--- src/rtl/stopwake_pkg.sv ---
package stopwake_pkg;

  typedef enum logic [1:0] {
    SW_RUN  = 2'd0,
    SW_STOP = 2'd1,
    SW_WARM = 2'd2,
    SW_DONE = 2'd3
  } sw_state_e;

endpackage

--- src/rtl/swk_sync.sv ---
// Two-flop synchronizer for asynchronous wake pins.
module swk_sync #(
  parameter int            W       = 1,
  parameter logic [W-1:0]  RST_VAL = '0
) (
  input  logic         clk,
  input  logic         rst_n,
  input  logic [W-1:0] d_async,
  output logic [W-1:0] q_sync
);

  logic [W-1:0] meta_q;
  logic [W-1:0] sync_q;

  always_ff @(posedge clk or negedge rst_n) begin
    if (!rst_n) begin
      meta_q <= RST_VAL;
      sync_q <= RST_VAL;
    end else begin
      meta_q <= d_async;
      sync_q <= meta_q;
    end
  end

  assign q_sync = sync_q;

endmodule

--- src/rtl/swk_release_detect.sv ---
// Computes the release condition from synchronized pins and the release mode.
module swk_release_detect #(
  parameter int NKEY = 4
) (
  input  logic            clk,
  input  logic            rst_n,
  input  logic            wake_s,
  input  logic [NKEY-1:0] key_s,
  input  logic [NKEY-1:0] key_en,
  input  logic            level_mode,
  output logic            rel,
  output logic            rel_src_key
);

  logic            wake_prev_q;
  logic            wake_rise;
  logic            rel_wake;
  logic            rel_key;
  logic [NKEY-1:0] key_hit;

  always_ff @(posedge clk or negedge rst_n) begin
    if (!rst_n) wake_prev_q <= 1'b0;
    else        wake_prev_q <= wake_s;
  end

  assign wake_rise = wake_s & ~wake_prev_q;

  genvar gi;
  generate
    for (gi = 0; gi < NKEY; gi++) begin : g_key
      assign key_hit[gi] = key_en[gi] & ~key_s[gi];
    end
  endgenerate

  always_comb begin
    if (level_mode) begin
      rel_wake = wake_s;
      rel_key  = |key_hit;
    end else begin
      rel_wake = wake_rise;
      rel_key  = 1'b0;
    end
  end

  assign rel         = rel_wake | rel_key;
  assign rel_src_key = rel_key & ~rel_wake;

endmodule

--- src/rtl/swk_warm_timer.sv ---
// Holds the warm-up count setting and runs the warm-up down-counter.
module swk_warm_timer #(
  parameter int          WARM_W       = 8,
  parameter int unsigned WARM_DEFAULT = 16
) (
  input  logic              clk,
  input  logic              rst_n,
  input  logic              cfg_wr,
  input  logic [WARM_W-1:0] cfg_warm,
  input  logic              load,
  input  logic              run,
  output logic              warm_done
);

  localparam logic [WARM_W-1:0] RST_SETTING = WARM_W'(WARM_DEFAULT);
  localparam logic [WARM_W-1:0] ONE         = WARM_W'(1);

  logic [WARM_W-1:0] setting_q;
  logic [WARM_W-1:0] cnt_q;

  always_ff @(posedge clk or negedge rst_n) begin
    if (!rst_n)      setting_q <= RST_SETTING;
    else if (cfg_wr) setting_q <= cfg_warm;
  end

  always_ff @(posedge clk or negedge rst_n) begin
    if (!rst_n)                   cnt_q <= '0;
    else if (load)                cnt_q <= setting_q;
    else if (run && cnt_q > ONE)  cnt_q <= cnt_q - ONE;
  end

  assign warm_done = (cnt_q <= ONE);

endmodule

--- src/rtl/stopwake_ctrl.sv ---
// Stop-mode entry/exit controller with warm-up before clock restart.
module stopwake_ctrl
  import stopwake_pkg::*;
#(
  parameter int          NKEY         = 4,
  parameter int          WARM_W       = 8,
  parameter int unsigned WARM_DEFAULT = 16
) (
  input  logic              clk,
  input  logic              rst_n,
  input  logic              stop_req,
  input  logic              wake_pin,
  input  logic [NKEY-1:0]   key_pin,
  input  logic [NKEY-1:0]   key_en,
  input  logic              level_mode,
  input  logic              cfg_wr,
  input  logic [WARM_W-1:0] cfg_warm,
  output logic              core_clk_en,
  output logic              stopped,
  output logic              resume,
  output logic              wake_src_key
);

  localparam logic [NKEY-1:0] KEY_IDLE = {NKEY{1'b1}};

  sw_state_e       st_q, st_d;
  logic            wake_s;
  logic [NKEY-1:0] key_s;
  logic            rel, rel_src_key;
  logic            warm_load, warm_done;
  logic            src_set, src_clr, src_val;
  logic            src_q;

  swk_sync #(.W(1), .RST_VAL(1'b0)) u_sync_wake (
    .clk(clk), .rst_n(rst_n), .d_async(wake_pin), .q_sync(wake_s)
  );

  swk_sync #(.W(NKEY), .RST_VAL(KEY_IDLE)) u_sync_key (
    .clk(clk), .rst_n(rst_n), .d_async(key_pin), .q_sync(key_s)
  );

  swk_release_detect #(.NKEY(NKEY)) u_detect (
    .clk(clk), .rst_n(rst_n), .wake_s(wake_s), .key_s(key_s),
    .key_en(key_en), .level_mode(level_mode),
    .rel(rel), .rel_src_key(rel_src_key)
  );

  swk_warm_timer #(.WARM_W(WARM_W), .WARM_DEFAULT(WARM_DEFAULT)) u_timer (
    .clk(clk), .rst_n(rst_n), .cfg_wr(cfg_wr), .cfg_warm(cfg_warm),
    .load(warm_load), .run(st_q == SW_WARM), .warm_done(warm_done)
  );

  always_comb begin
    st_d      = st_q;
    warm_load = 1'b0;
    src_set   = 1'b0;
    src_clr   = 1'b0;
    src_val   = 1'b0;
    case (st_q)
      SW_RUN: begin
        if (stop_req) begin
          src_clr = 1'b1;
          if (level_mode && rel) begin
            // release level already present: skip stop, go to warm-up
            st_d      = SW_WARM;
            warm_load = 1'b1;
            src_set   = 1'b1;
            src_val   = rel_src_key;
          end else begin
            st_d = SW_STOP;
          end
        end
      end
      SW_STOP: begin
        if (rel) begin
          st_d      = SW_WARM;
          warm_load = 1'b1;
          src_set   = 1'b1;
          src_val   = rel_src_key;
        end
      end
      SW_WARM: begin
        if (warm_done) st_d = SW_DONE;
      end
      default: st_d = SW_RUN;
    endcase
  end

  always_ff @(posedge clk or negedge rst_n) begin
    if (!rst_n) st_q <= SW_RUN;
    else        st_q <= st_d;
  end

  always_ff @(posedge clk or negedge rst_n) begin
    if (!rst_n)       src_q <= 1'b0;
    else if (src_set) src_q <= src_val;
    else if (src_clr) src_q <= 1'b0;
  end

  assign core_clk_en  = (st_q == SW_RUN) || (st_q == SW_DONE);
  assign stopped      = (st_q == SW_STOP);
  assign resume       = (st_q == SW_DONE);
  assign wake_src_key = src_q;

endmodule

--- config.mk ---
export PLATFORM = sky130hd
export DESIGN_NAME = stopwake_ctrl
export DESIGN_NICKNAME = d
export VERILOG_FILES = /design/src/rtl/stopwake_pkg.sv /design/src/rtl/swk_sync.sv /design/src/rtl/swk_release_detect.sv /design/src/rtl/swk_warm_timer.sv /design/src/rtl/stopwake_ctrl.sv
export SDC_FILE = /design/constraint.sdc
export NUM_CORES = 1
export LEC_CHECK = 0
export BUFFER_PORTS_ARGS = -buffer_cell sky130_fd_sc_hd__buf_2
export CAP_MARGIN = 0
export CORE_MARGIN = 8
export CORE_UTILIZATION = 49
export DETAILED_ROUTE_END_ITERATION = 7
export GPL_ROUTABILITY_DRIVEN = 0
export PLACE_DENSITY = 0.74
export SYNTH_ARGS = -nofsm -noshare
export SYNTH_HDL_FRONTEND = slang
export SYNTH_HIERARCHICAL = 1
export SYNTH_SLANG_ARGS = --single-unit
--- constraint.sdc ---
create_clock -name clk -period 1.92 [get_ports clk]
set_input_delay 0.384 -clock clk [delete_from_list [all_inputs] [get_ports clk]]
set_output_delay 0.384 -clock clk [all_outputs]
set_load 0.01 [all_outputs]
# ---- Word level (Yosys, flattened, before mapping)
# Cells that the tools add are included.
dict set report op_classes {
  n_addsub 1
  mul 0
  div_mod_pow 0
  magnitude_cmp 2
  eq_ne 6
  n_shift 0
  muxes 21
  n_bitwise 13
  n_reduce_logical 8
}
# op n
set ops {}
lappend ops {{$mux 8} 2}
lappend ops {{$mux 1} 12}
lappend ops {{$gt 8x1->1 const B} 1}
lappend ops {{$le 8x1->1 const B} 1}
lappend ops {{$mux 2} 4}
lappend ops {{$sub 8x1->8 const B} 1}
lappend ops {{$and 1x1->1} 6}
lappend ops {{$not 1->1} 6}
lappend ops {{$pmux 2 s3} 1}
lappend ops {{$eq 2x2->1 const B} 2}
lappend ops {{$ne 2x2->1 const B} 2}
lappend ops {{$pmux 1 s2} 2}
lappend ops {{$reduce_bool 2->1} 2}
lappend ops {{$reduce_or 4->1} 1}
lappend ops {{$reduce_and 3->1} 1}
lappend ops {{$eq 2x1->1 const B} 1}
lappend ops {{$logic_and 1x1->1} 2}
lappend ops {{$logic_not 2->1} 1}
lappend ops {{$ne 2x1->1 const B} 1}
lappend ops {{$logic_or 1x1->1} 1}
lappend ops {{$or 1x1->1} 1}
dict set report word_totals {
  regBits 30
  latchBits 0
  mem_bits_rw 0
  mem_bits_ro 0
  inputBits 22
  output_inout_bits 4
  memories 0
}

# ---- Logic depth before layout (Yosys ltp)
dict set report logic_depth {
  depth_word 10
  depth_mapped 8
  depth_no_buf 8
}

# ---- Cells and area by module
# The synthesis kept the hierarchy.
# module n_inst cells_per_inst area_per_inst_um2 seq_area_each_um2
set by_module_without_submodules {}
lappend by_module_without_submodules {swk_warm_timer 1 76 848.3 401.6}
lappend by_module_without_submodules {stopwake_ctrl 1 25 231.5 75.1}
lappend by_module_without_submodules {{swk_sync (u_sync_key)} 1 8 210.2 210.2}
lappend by_module_without_submodules {swk_release_detect 1 11 105.1 25.0}
lappend by_module_without_submodules {{swk_sync (u_sync_wake)} 1 2 50.0 50.0}

# ---- Worst setup path before layout
# OpenSTA, ideal clock, no wires.
dict set report synth_timing {
  path_type {reg-to-reg}
  startpoint {register u_timer.cnt_q[5]}
  endpoint {register st_q[1]}
  setup_ps 127
  arrival_time_ps 1899
  required_time_ps 1793
  setup_slack_ps -106
  stages_incl_launch_ff 7
  n_path_buf 1
  period_less_slack_ps 2026
  cell_sequence {dfrtp_1 > or4_1 > buf_6 > nor3_1 > inv_1 > a222oi_1 > mux2_1}
}
dict set report synth_via {
  elab_chain_len 3
}
# element line
set synth_rtl {}
lappend synth_rtl {{start: declaration} swk_warm_timer.sv:19} ;# logic [WARM_W-1:0] cnt_q;
lappend synth_rtl {{start signal: assignment} swk_warm_timer.sv:28} ;# else if (load) cnt_q <= setting_q;
lappend synth_rtl {{start signal: assignment} swk_warm_timer.sv:29} ;# else if (run && cnt_q > ONE) cnt_q <= cnt_q - ONE;
lappend synth_rtl {{$le 8x1->1} swk_warm_timer.sv:32} ;# assign warm_done = (cnt_q <= ONE);
lappend synth_rtl {{via warm_done} stopwake_ctrl.sv:30} ;# logic warm_load, warm_done;
lappend synth_rtl {{$ne 2x2->1 (no source line)} --}
lappend synth_rtl {{$reduce_and 3->1 (no source line)} --}
lappend synth_rtl {{end signal: assignment} stopwake_ctrl.sv:91} ;# else st_q <= st_d;
lappend synth_rtl {{end: declaration} stopwake_ctrl.sv:26} ;# sw_state_e st_q, st_d;
# The timed path passes the listed nets, and every way through them passes these cells.
# A chain may end at the register's enable or synchronous reset.

# ---- Final worst setup path
dict set report layout_timing {
  startpoint {register u_sync_key.sync_q[0] (netlist: u_sync_key/q_sync[0])}
  endpoint {register u_timer.cnt_q[6]}
}
dict set report layout_via {
  elab_chain_len 10
}
# element line
set layout_rtl {}
lappend layout_rtl {{start: declaration} swk_sync.sv:13} ;# logic [W-1:0] sync_q;
lappend layout_rtl {{start signal: assignment} swk_sync.sv:21} ;# sync_q <= meta_q;
lappend layout_rtl {{$not 1->1 *} swk_release_detect.sv:31} ;# assign key_hit[gi] = key_en[gi] & ~key_s[gi];
lappend layout_rtl {{$and 1x1->1 *} swk_release_detect.sv:31}
lappend layout_rtl {{$reduce_or 4->1 *} swk_release_detect.sv:38} ;# rel_key = |key_hit;
lappend layout_rtl {{$mux 1 *} swk_release_detect.sv:36} ;# if (level_mode) begin
lappend layout_rtl {{$or 1x1->1 *} swk_release_detect.sv:45} ;# assign rel = rel_wake | rel_key;
lappend layout_rtl {{via rel} stopwake_ctrl.sv:29} ;# logic rel, rel_src_key;
lappend layout_rtl {{$logic_and 1x1->1} stopwake_ctrl.sv:63} ;# if (level_mode && rel) begin
lappend layout_rtl {{$mux 1 (2 in series)} --}
lappend layout_rtl {{$pmux 1 s2 *} --}
lappend layout_rtl {{via src_set} stopwake_ctrl.sv:31} ;# logic src_set, src_clr, src_val;
lappend layout_rtl {{$mux 8 or $reduce_bool 2->1 (tied branches)} --}
# The timed path passes the listed nets; every way through them passes the cells marked *.

==> results_dict.tcl <==
set metrics [dict create \
    outcome "completed" \
    grt_pass1_vias 1117 \
    pre_cts_slack_ps -91.4 \
    swShare_pct 19.1 \
    p_int_mw 1.15 \
    layout_setup_ws_ps 6.82 \
    syn_area_per_cell_um2 11.8 \
    antenna_found_initial 0 \
    num_rows 19 \
    drt-pass1-iter-count 6 \
    max_freq_mhz 523 \
    clock_latency_ps 330 \
    multiInputGateArea_um2 661 \
    yosys_register_bits 30 \
    postLayoutCoreUtil_pct 66.3 \
    wl_per_cell_um 14.7 \
    post_synth_instance_area_um2 1450 \
    post-route-period-util_pct 99.6 \
    finalPower_mw 1.42 \
    die_area_um2 4940 \
    netSwitchingPower_uw 272 \
    ir_worst_vdd_uv 866 \
    wirelength_um 2890 \
    vias 1042 \
    final_cell_area_um2 1840 \
    power.density_nw_per_um2 771 \
    cp_cell_sequence "nor2b_4 -> a2111oi_4 -> o21ai_2 -> inv_2 -> nor2_4 -> or4_4 -> nand3_2" \
    ctsLongestPathBuffers 2 \
    die_w_um 70.3 \
    combPwrFrac_pct 5.6 \
    place_area_um2 1690 \
    setup_tns_ps 0 \
    yosys.cell_types.count 35 \
    path_clk_slew_ps 100 \
    seq_area_um2 762 \
    hold_violations 0 \
    dp_cells 187 \
    synthMuxAreaShare_pct 9.18 \
    io_pins 26 \
    syn_inst 122 \
    hp-class "in -> async" \
    drc 0 \
    critPathLaunch "u_sync_key/q_sync[0]$_DFF_PN1_" \
    grt_max_degree 31 \
    crit_type "reg -> reg" \
    cpLargestDelayFamily "simple AND/OR/NAND/NOR gates" \
    antenna_left 0 \
    cts_root_buf "clkbuf_4" \
    htreeDepth 2 \
    grt_pass1_wl_um 4910 \
    stdcell_count 196 \
    cpPeakStageDelay_ps 560 \
    pwr-share-clk_pct 46.5 \
    die_y_um 70.3 \
    relSlewSlack_pct 56.5 \
    fin_hold_ws_ps 61.2 \
    synth-adder-area-share_pct 5.19 \
    rsz0062_at_grt "yes" \
    synth_top_family_by_area "compound AO/OA/AOI/OAI gates" \
    hold_buffers 0 \
    reg2reg_from "u_sync_key/q_sync[0]$_DFF_PN1_" \
    slowest_stage "dfstp_2" \
    tritoncts "done" \
    crit_arrival_ps 2180 \
    coreArea_um2 2780 \
    cts_inserted_buffers 5 \
    grtUsageTotal_pct 12.4 \
    pwr-share-seq_pct 47.9 \
    cp-start-kind "flip-flop" \
    synthXorXnorAreaFrac_pct 1.82 \
    drt_iter0_drc 40 \
    overflow 0 \
    drive_gt1_share_pct 48.5 \
    synth_compound_area_share_pct 14.4 \
    worst_pin_slew_ps 653 \
    fin_nets 192 \
    area_growth_pct 27.6 \
    viasPerCell 5.32 \
    end_kind "flip-flop" \
    cts.sinks 30 \
    antennaDiodeCount 0 \
    critPathRequiredTime_ps 2190 \
    synth_simple_gate_area_share_pct 12.0 \
    synth_seq_area_share_pct 52.7 \
    setup_viol 0 \
    slew_violations 0 \
    yosysWarnings 6 \
    n_fill_cell 214 \
    clock_skew_ps 17.0 \
    start_util_pct 52.0 \
    maxCapViolCount 0 \
    p_leak_nw 0.834 \
    dp_hpwl_um 2180 \
    critPathBufInv 1 \
    crit_path_max_fanout 5 \
    syn_nets 150 \
    min_period_ps 1910 \
    place.port_buffers 25 \
]
-- final timing paths --
check,endpoint,slack (ps),cells after the start
max,u_timer/cnt_q[6]$_DFFE_PN0P_,7,7
min,u_timer/setting_q[6]$_DFFE_PN0P_,60,1
max reg2reg,u_timer/cnt_q[6]$_DFFE_PN0P_,7,7
min reg2reg,u_sync_wake/q_sync$_DFF_PN0_,360,0
max in group asynchronous,u_timer/setting_q[1]$_DFFE_PN0P_,1420,1
min in group clk,u_sync_key/meta_q[3]$_DFF_PN1_,130,1
-- per-layer routing --
| metal | share of wire [%] | track usage, % |
|---|---|---|
| met5 | 0 | 0 |
| met4 | 2.6 | 6.70 |
| met3 | 5.1 | 5.51 |
| met2 | 50 | 19.8 |
| met1 | 43 | 13.3 |
-- cell type report --
class,count,share of cell area (%)
clock buffers,6,2.78
inverters,13,2.65
clock inverters,2,3.26
multi-input cells,76,35.8
flip-flops and latches,30,41.3
well taps,31,2.10
repair buffers,38,12.1
-- registers in the layout (all words and copies together), names as in the netlist --
register / cells
st_q: 2
u_detect/wake_prev_q: 1
u_sync_key/meta_q: 4
u_sync_key/q_sync: 4
u_sync_wake/meta_q: 1
u_sync_wake/q_sync: 1
u_timer/cnt_q: 8
u_timer/setting_q: 8
wake_src_key: 1
-- cells in the final DEF, fill, tap and decap left out, types with 2 or more instances in the layout --
master     synthesis  final
nand3_1            4      3
a22oi_1            2      2
nand2_1           10     10
buf_2              0     25
or4_4              0      2
nor2b_1            5      4
xnor2_1            2      2
dfstp_2            9      9
dfrtp_1           21     21
mux2i_1            2      2
o211ai_1           3      3
buf_4              0     13
o21ai_0            4      4
or4_1              4      2
inv_1             12     12
o31ai_4            2      2
clkbuf_4           0      5
bufinv_16          0      2
a31oi_1            2      2
o21ai_2            1      2
mux2_2             9      9
ha_1               6      6
-- cells by family after synthesis --
kind of cell,after synthesis
buffers and inverters,16
muxes,12
xor gates and xnor gates,3
AOI/OAI and AO/OA,23
and+or+nand+nor,32
DFF,30
adders and majority gates,6
-- what timing repair did --
item / CTS / global route
endpoints found under the setup margin: 2 / 6
pin swaps: 0 / 8
gates resized for setup: 2 / 8
gates cloned: 0 / 0
setup buffers: 0 / 1
-- cell usage after synthesis, drive strengths merged --
cell type  number  area, um^2
or2             1        6.26
o2111ai         1        8.76
clkbuf          2        7.51
nor4b           1        8.76
xor2            1        8.76
a222oi          1        10.0
nor2            3        11.3
dfrtp          21         526
a21oi           1        5.00
mux2i           2        20.0
a2111oi         1        27.5
or4             4        30.0
buf             1        11.3
a31oi           2        12.5
nand2          10        37.5
o211ai          3        22.5
nor2b           6        45.0
o31a            1        8.76
mux2           10         113
a22oi           2        15.0
dfstp           9         236
a22o            1        8.76
inv            13        48.8
xnor2           2        17.5
o21ai           7        38.8
o31ai           2        42.5
o21a            1        7.51
nand3           4        20.0
nor3            3        15.0
ha              6        75.1
-- power groups by stage --
stage / Sequential [mW] / Clock, mW / Combinational [mW]
5_1_grt: 0.686 / 0.704 / 0.0896
4_1_cts: 0.682 / 0.674 / 0.0808
3_5_place_dp: 0.694 / 0 / 0.0790
2_1_floorplan: 0.689 / 0 / 0.0370
6_report: 0.681 / 0.661 / 0.0801
3_3_place_gp: 0.692 / 0 / 0.0744
Note: power is estimated with default switching activity, not from simulation.
